**src/rtl/tcc_pkg.sv**
```systemverilog
package tcc_pkg;
  localparam int ADDR_W = 2;
  localparam logic [ADDR_W-1:0] A_CTL = 2'd0;
  localparam logic [ADDR_W-1:0] A_VHI = 2'd1;
  localparam logic [ADDR_W-1:0] A_VLO = 2'd2;

  typedef enum logic [1:0] {
    EDGE_NONE = 2'b00,
    EDGE_RISE = 2'b01,
    EDGE_FALL = 2'b10,
    EDGE_BOTH = 2'b11
  } edge_sel_e;

  typedef enum logic [1:0] {
    ACT_KEEP   = 2'b00,
    ACT_TOGGLE = 2'b01,
    ACT_CLEAR  = 2'b10,
    ACT_SET    = 2'b11
  } pin_act_e;

  typedef struct packed {
    logic [1:0] mode;
    edge_sel_e  edge_sel;
    pin_act_e   act;
  } ctl_t;
endpackage

```
**src/rtl/tcc_edge_det.sv**
```systemverilog
module tcc_edge_det #(
  parameter int STAGES = 2
) (
  input  logic clk,
  input  logic rst,
  input  logic pin_i,
  input  logic [1:0] sel_i,
  output logic hit_o
);
  logic [STAGES:0] chain;

  always_ff @(posedge clk) begin
    if (rst) chain <= '0;
    else     chain <= {chain[STAGES-1:0], pin_i};
  end

  logic rise, fall;
  assign rise  = chain[STAGES-1] & ~chain[STAGES];
  assign fall  = ~chain[STAGES-1] & chain[STAGES];
  assign hit_o = (rise & sel_i[0]) | (fall & sel_i[1]);
endmodule

```
**src/rtl/tcc_value_reg.sv**
```systemverilog
module tcc_value_reg #(
  parameter int DATA_W = 8,
  localparam int VAL_W = 2 * DATA_W
) (
  input  logic              clk,
  input  logic              rst,
  input  logic              cap_mode_i,
  input  logic              cap_req_i,
  input  logic              wr_hi_i,
  input  logic              wr_lo_i,
  input  logic              rd_hi_i,
  input  logic              rd_lo_i,
  input  logic [DATA_W-1:0] wdata_i,
  input  logic [VAL_W-1:0]  counter_i,
  output logic [VAL_W-1:0]  value_o,
  output logic              cap_evt_o,
  output logic              cmp_ok_o
);
  logic cap_lock, cmp_lock;

  assign cap_evt_o = cap_mode_i & cap_req_i & ~cap_lock;
  assign cmp_ok_o  = ~cmp_lock;

  always_ff @(posedge clk) begin
    if (cap_evt_o) value_o <= counter_i;
    if (wr_hi_i)   value_o[VAL_W-1:DATA_W] <= wdata_i;
    if (wr_lo_i)   value_o[DATA_W-1:0]     <= wdata_i;
  end

  always_ff @(posedge clk) begin
    if (rst) begin
      cap_lock <= 1'b0;
      cmp_lock <= 1'b0;
    end else begin
      if (rd_lo_i)                 cap_lock <= 1'b0;
      else if (rd_hi_i && cap_mode_i) cap_lock <= 1'b1;
      if (wr_lo_i)                 cmp_lock <= 1'b0;
      else if (wr_hi_i && !cap_mode_i) cmp_lock <= 1'b1;
    end
  end

  AST_CAP_LATCH: assert property (@(posedge clk) disable iff (rst)
    (cap_evt_o && !wr_hi_i && !wr_lo_i) |=> (value_o == $past(counter_i)));
  AST_CAP_HELD: assert property (@(posedge clk) disable iff (rst)
    (cap_lock && !wr_hi_i && !wr_lo_i) |=> $stable(value_o));
endmodule

```
**src/rtl/tcc_compare.sv**
```systemverilog
module tcc_compare #(
  parameter int VAL_W = 16
) (
  input  logic             clk,
  input  logic             rst,
  input  logic             en_i,
  input  logic             ok_i,
  input  logic [VAL_W-1:0] value_i,
  input  logic [VAL_W-1:0] counter_i,
  input  tcc_pkg::pin_act_e act_i,
  output logic             match_o,
  output logic             pin_o
);
  import tcc_pkg::*;

  assign match_o = en_i & ok_i & (counter_i == value_i);

  always_ff @(posedge clk) begin
    if (rst) pin_o <= 1'b0;
    else if (match_o) begin
      case (act_i)
        ACT_TOGGLE: pin_o <= ~pin_o;
        ACT_CLEAR:  pin_o <= 1'b0;
        ACT_SET:    pin_o <= 1'b1;
        default:    pin_o <= pin_o;
      endcase
    end
  end

  AST_PIN_SET: assert property (@(posedge clk) disable iff (rst)
    (match_o && act_i == ACT_SET) |=> pin_o);
  AST_PIN_IDLE: assert property (@(posedge clk) disable iff (rst)
    !match_o |=> $stable(pin_o));
endmodule

```
**src/rtl/tcc_channel.sv**
```systemverilog
module tcc_channel #(
  parameter int DATA_W = 8,
  parameter int SYNC_STAGES = 2,
  localparam int VAL_W = 2 * DATA_W
) (
  input  logic                       clk,
  input  logic                       rst,
  input  logic [tcc_pkg::ADDR_W-1:0] bus_addr,
  input  logic                       bus_wr,
  input  logic                       bus_rd,
  input  logic [DATA_W-1:0]          bus_wdata,
  output logic [DATA_W-1:0]          bus_rdata,
  input  logic [VAL_W-1:0]           counter,
  input  logic                       cap_pin,
  output logic                       cmp_out,
  output logic                       chan_flag
);
  import tcc_pkg::*;

  ctl_t ctl;
  logic clr_arm;
  logic [VAL_W-1:0] value;
  logic cap_req, cap_evt, cmp_ok, match;
  logic unused_wbits;

  logic wr_ctl, wr_hi, wr_lo, rd_ctl, rd_hi, rd_lo, cap_mode;
  assign wr_ctl   = bus_wr & (bus_addr == A_CTL);
  assign wr_hi    = bus_wr & (bus_addr == A_VHI);
  assign wr_lo    = bus_wr & (bus_addr == A_VLO);
  assign rd_ctl   = bus_rd & (bus_addr == A_CTL);
  assign rd_hi    = bus_rd & (bus_addr == A_VHI);
  assign rd_lo    = bus_rd & (bus_addr == A_VLO);
  assign cap_mode = (ctl.mode == 2'b00);
  assign unused_wbits = ^bus_wdata[DATA_W-1:6];

  tcc_edge_det #(.STAGES(SYNC_STAGES)) u_edge (
    .clk(clk), .rst(rst), .pin_i(cap_pin),
    .sel_i(ctl.edge_sel), .hit_o(cap_req)
  );

  tcc_value_reg #(.DATA_W(DATA_W)) u_value (
    .clk(clk), .rst(rst), .cap_mode_i(cap_mode), .cap_req_i(cap_req),
    .wr_hi_i(wr_hi), .wr_lo_i(wr_lo), .rd_hi_i(rd_hi), .rd_lo_i(rd_lo),
    .wdata_i(bus_wdata), .counter_i(counter), .value_o(value),
    .cap_evt_o(cap_evt), .cmp_ok_o(cmp_ok)
  );

  tcc_compare #(.VAL_W(VAL_W)) u_cmp (
    .clk(clk), .rst(rst), .en_i(~cap_mode), .ok_i(cmp_ok),
    .value_i(value), .counter_i(counter), .act_i(ctl.act),
    .match_o(match), .pin_o(cmp_out)
  );

  always_ff @(posedge clk) begin
    if (rst) begin
      ctl       <= '0;
      chan_flag <= 1'b0;
      clr_arm   <= 1'b0;
    end else begin
      if (wr_ctl) ctl <= ctl_t'(bus_wdata[5:0]);
      if (cap_evt || match)
        chan_flag <= 1'b1;
      else if (wr_ctl && !bus_wdata[7] && clr_arm)
        chan_flag <= 1'b0;
      if (rd_ctl)      clr_arm <= chan_flag;
      else if (wr_ctl) clr_arm <= 1'b0;
    end
  end

  always_ff @(posedge clk) begin
    if (rst) bus_rdata <= '0;
    else if (bus_rd) begin
      case (bus_addr)
        A_CTL:   bus_rdata <= {chan_flag, 1'b0, ctl};
        A_VHI:   bus_rdata <= value[VAL_W-1:DATA_W];
        A_VLO:   bus_rdata <= value[DATA_W-1:0];
        default: bus_rdata <= '0;
      endcase
    end
  end

  AST_FLAG_SOURCE: assert property (@(posedge clk) disable iff (rst)
    $rose(chan_flag) |-> $past(cap_evt || match));
  AST_FLAG_CLEAR: assert property (@(posedge clk) disable iff (rst)
    $fell(chan_flag) |-> $past(wr_ctl && !bus_wdata[7]));
  AST_CMP_HOLDOFF: assert property (@(posedge clk) disable iff (rst)
    (!cmp_ok && !cap_mode) |=> $stable(cmp_out));
endmodule

```
**config.mk**
```make
export PLATFORM = sky130hd
export DESIGN_NAME = tcc_channel
export DESIGN_NICKNAME = d
export VERILOG_FILES = /design/src/rtl/tcc_pkg.sv /design/src/rtl/tcc_edge_det.sv /design/src/rtl/tcc_value_reg.sv /design/src/rtl/tcc_compare.sv /design/src/rtl/tcc_channel.sv
export SDC_FILE = /design/constraint.sdc
export NUM_CORES = 1
export LEC_CHECK = 0
export BUFFER_PORTS_ARGS = -buffer_cell sky130_fd_sc_hd__buf_2
export CORE_MARGIN = 1.5
export CORE_UTILIZATION = 45
export DETAILED_ROUTE_END_ITERATION = 8
export HOLD_SLACK_MARGIN = 0.12
export PLACE_DENSITY_LB_ADDON = 0.08
export SETUP_SLACK_MARGIN = 0.15
export SYNTH_ARGS = -nofsm -noshare
export SYNTH_HDL_FRONTEND = slang
export SYNTH_SLANG_ARGS = --single-unit
export TNS_END_PERCENT = 100
```
**constraint.sdc**
```tcl
create_clock -name clk -period 1.25 [get_ports clk]
set_input_delay 0.1875 -clock clk [delete_from_list [all_inputs] [get_ports clk]]
set_output_delay 0.1875 -clock clk [all_outputs]
set_load 0.01 [all_outputs]
```
==> flow_metrics.env <==
export IMPL_outcome="complete, but fails checks"
export IMPL_violations="negative setup slack"
export IMPL_io_buffers=40
export IMPL_drt_wirelength_per_cell_microns=15.9
export IMPL_synth_ff_type="dfxtp_1"
export IMPL_min_period_ns=1.42
export IMPL_dr_wl_met3_microns=238
export IMPL_fp_row_count=23
export IMPL_syn2layout_area_growth_pct=36.0
export IMPL_max_cap_viol_count=0
export IMPL_multiInputGateArea_sq_mm=0.00104
export IMPL_drc=0
export IMPL_synth_adder_area_share=0
export IMPL_tightest_slew_ns=0.338
export IMPL_hpwl_microns=3430
export IMPL_relSlewSlack=0.775
export IMPL_worst_ir_drop_vdd_uv=538
export IMPL_grt_pass1_vias=1389
export IMPL_syn_area_per_cell_sq_um=10.9
export IMPL_start_util=0.465
export IMPL_synthCells=171
export IMPL_ys_async_sr_fraction=0
export IMPL_seqCellArea_sq_um=923
export IMPL_rsz0062_at_grt="yes"
export IMPL_synth_simple_area_share=0.145
export IMPL_ioPinCount=41
export IMPL_wl_met1_microns=2110
export IMPL_gp_congestion=0.835
export IMPL_antenna_found_initial=0
export IMPL_holdCritPathClass="input port to flop"
export IMPL_final_cell_count_no_fill=288
export IMPL_synth_xor_area_frac=0.0753
export IMPL_critPathArrivalTime_ns=1.61
export IMPL_drv_slew=0
export IMPL_die_area_sq_mm=0.00453
export IMPL_placed_cells=279
export IMPL_grt_usage=0.220
export IMPL_drive_above_1_share=0.458
export IMPL_timing_final_ws_setup_ns=-0.173
export IMPL_synth_top_family_by_area="multiplexers"
export IMPL_nFillCells=336
export IMPL_route_met2_wl_microns=2170
export IMPL_startpoint_type="flop"
export IMPL_fin_crit_sh=1.14
export IMPL_ctsRootBufferMaster="clkbuf_8"
export IMPL_synth_edff_count=16
export IMPL_synthesis_area_sq_mm=0.00186
export IMPL_ys_seq_area_frac=0.495
export IMPL_synth_nets=202
export IMPL_wl_microns=4590
export IMPL_drtPass1Iterations=4
export IMPL_p_leak_nw=1.08
export IMPL_ys_seq_elements=38
export IMPL_grt_max_degree=21
export IMPL_crit_fanout=3
export IMPL_synth_compound_area_frac=0.0894
export IMPL_fin_nets=268
export IMPL_core_sq_mm=0.00400
export IMPL_cts_tree="built"
export IMPL_clock_latency_ns=0.30
export IMPL_fin_skew_ns=0.0104
export IMPL_end_kind="flop"
export IMPL_grt_pass1_wl_microns=7110
export IMPL_clk_pin_slew_worst_paths_ns=0.08
export IMPL_pre_cts_slack_ns=-0.177
export IMPL_viasPerCell=5.25
export IMPL_synthMuxAreaShare=0.167
export IMPL_clockBufferDepth=2
export IMPL_dieHeight_microns=67.3
export IMPL_numCtsBuffers=5
export IMPL_initialDrtViolationCount=59
export IMPL_hold_violations=0
export IMPL_powerDensity_mw_per_mm2=1040
export IMPL_die_w_microns=67.3
export IMPL_ant_nets=0
export IMPL_yosysWarnings=0
export IMPL_setup_viol=18
export IMPL_yosysUniqueCellTypes=36
export IMPL_max_freq_ghz=0.703
export IMPL_clock_sinks=38
export IMPL_overflow=0
export IMPL_antenna_cells=0
export IMPL_cts_max_level=2
export IMPL_top_layer_used="met4"
export IMPL_path_class="flop to flop"
export IMPL_vias=1512
export IMPL_cp_required_ns=1.43
export IMPL_holdWs_ns=0.159
registers in the layout, indices dropped and copies added (netlist names):
register and count:
bus_rdata 8, chan_flag 1, clr_arm 1, ctl 6
u_cmp.pin_o 1, u_edge.chain 3, u_value.cap_lock 1, u_value.cmp_lock 1
u_value.value_o 16
through the flow:
stage	power (mW)	area (sq um)	TNS, ns	utilization
after floorplan	1.65	1970	-0.0128	-
after global placement	1.81	2360	-2.38	0.590
after detailed placement	1.82	2360	-3.11	0.590
after CTS	2.64	2480	-1.19	0.621
after global routing	2.76	2530	-2.45	0.632
final	2.64	2530	-1.25	0.632
layer usage:
metal,global-route usage,vias to the layer above
li1,-,744
met1,0.289,712
met2,0.347,47
met3,0.0617,9
met4,0.0765,0
met5,0,-
critical path, cell delays in order (launching register included):
cell and delay, ns:
edfxtp_1 0.42, xnor2_1 0.19, nand4_1 0.18, nor4_4 0.23, o2111a_1 0.23, o311ai_1 0.08
worst paths after layout:
check	to	slack, ns	cells after the start	from
setup reg to reg	u_cmp.pin_o	-0.17	5	u_value.value_o[9]
hold / removal	ctl[5]	0.16	3	bus_wdata[5]
setup / recovery	u_cmp.pin_o	-0.17	5	u_value.value_o[9]
hold reg to reg	u_edge.chain[1]	0.46	1	u_edge.chain[0]
cell usage after synthesis, types with 2 or more instances:
library cell	instances	area, sq um
buf_4	3	22.5
a31oi_1	2	12.5
xnor2_1	12	105
nand3b_1	3	22.5
dfxtp_1	22	440
nand2_1	4	15.0
o21ai_0	2	10.0
a21oi_1	8	40.0
xor2_1	4	35.0
nand4_1	4	25.0
nor2_1	29	109
mux2i_1	13	130
edfxtp_1	16	480
clkbuf_1	2	7.51
nor2b_1	3	18.8
a211oi_1	9	67.6
mux2_2	16	180
cells in the final DEF, fill, tap and decap left out, types with 2 or more instances in the layout:
cell      count
xor2_1        4
a31oi_1       2
nand2_4       3
dfxtp_2       2
dfxtp_1      20
buf_2        40
mux2i_1      11
buf_4        24
mux2_4       16
buf_6         2
clkbuf_8      5
nand2_1       2
nor2b_1       3
a21oi_1       4
nand4_1       4
nand3b_1      3
mux2i_2       2
clkinv_2      2
xnor2_1      11
a211oi_2      3
a211oi_1      6
nor2_1       28
edfxtp_1     16
a21oi_2       4
cells by family (layout without fill, tap and decap cells):
kind of cell	Yosys count	after routing
AOI/OAI and AO/OA	25	25
xor gates and xnor gates	16	16
buffers and inverters	9	76
DFF	38	38
muxes	29	29
and+or+nand+nor	54	54
cell type report:
cell class                      count  area share
Clock inverter                      2     0.00396
Inverter                            1     0.00148
Clock buffer                        6      0.0287
Sequential cell                    38       0.365
Multi-Input combinational cell    124       0.413
Tap cell                           50      0.0247
Timing Repair Buffer               67       0.163
repair_timing:
| action | 4_1_cts | 5_1_grt |
|---|---|---|
| gates resized for setup | 7 | 11 |
| hold endpoints to repair | 1 | 0 |
| endpoints found under the setup margin | 21 | 24 |
| hold buffers | 1 | 0 |
| gates cloned | 0 | 0 |
| setup buffers | 0 | 0 |
| pin swaps | 6 | 2 |
power by group:
part / internal, mW / switching, mW
sequential: 1.35 / 0.0305
combinational: 0.229 / 0.210
clock: 0.387 / 0.440
total: 1.96 / 0.680
(Power assumes the default switching activity.)
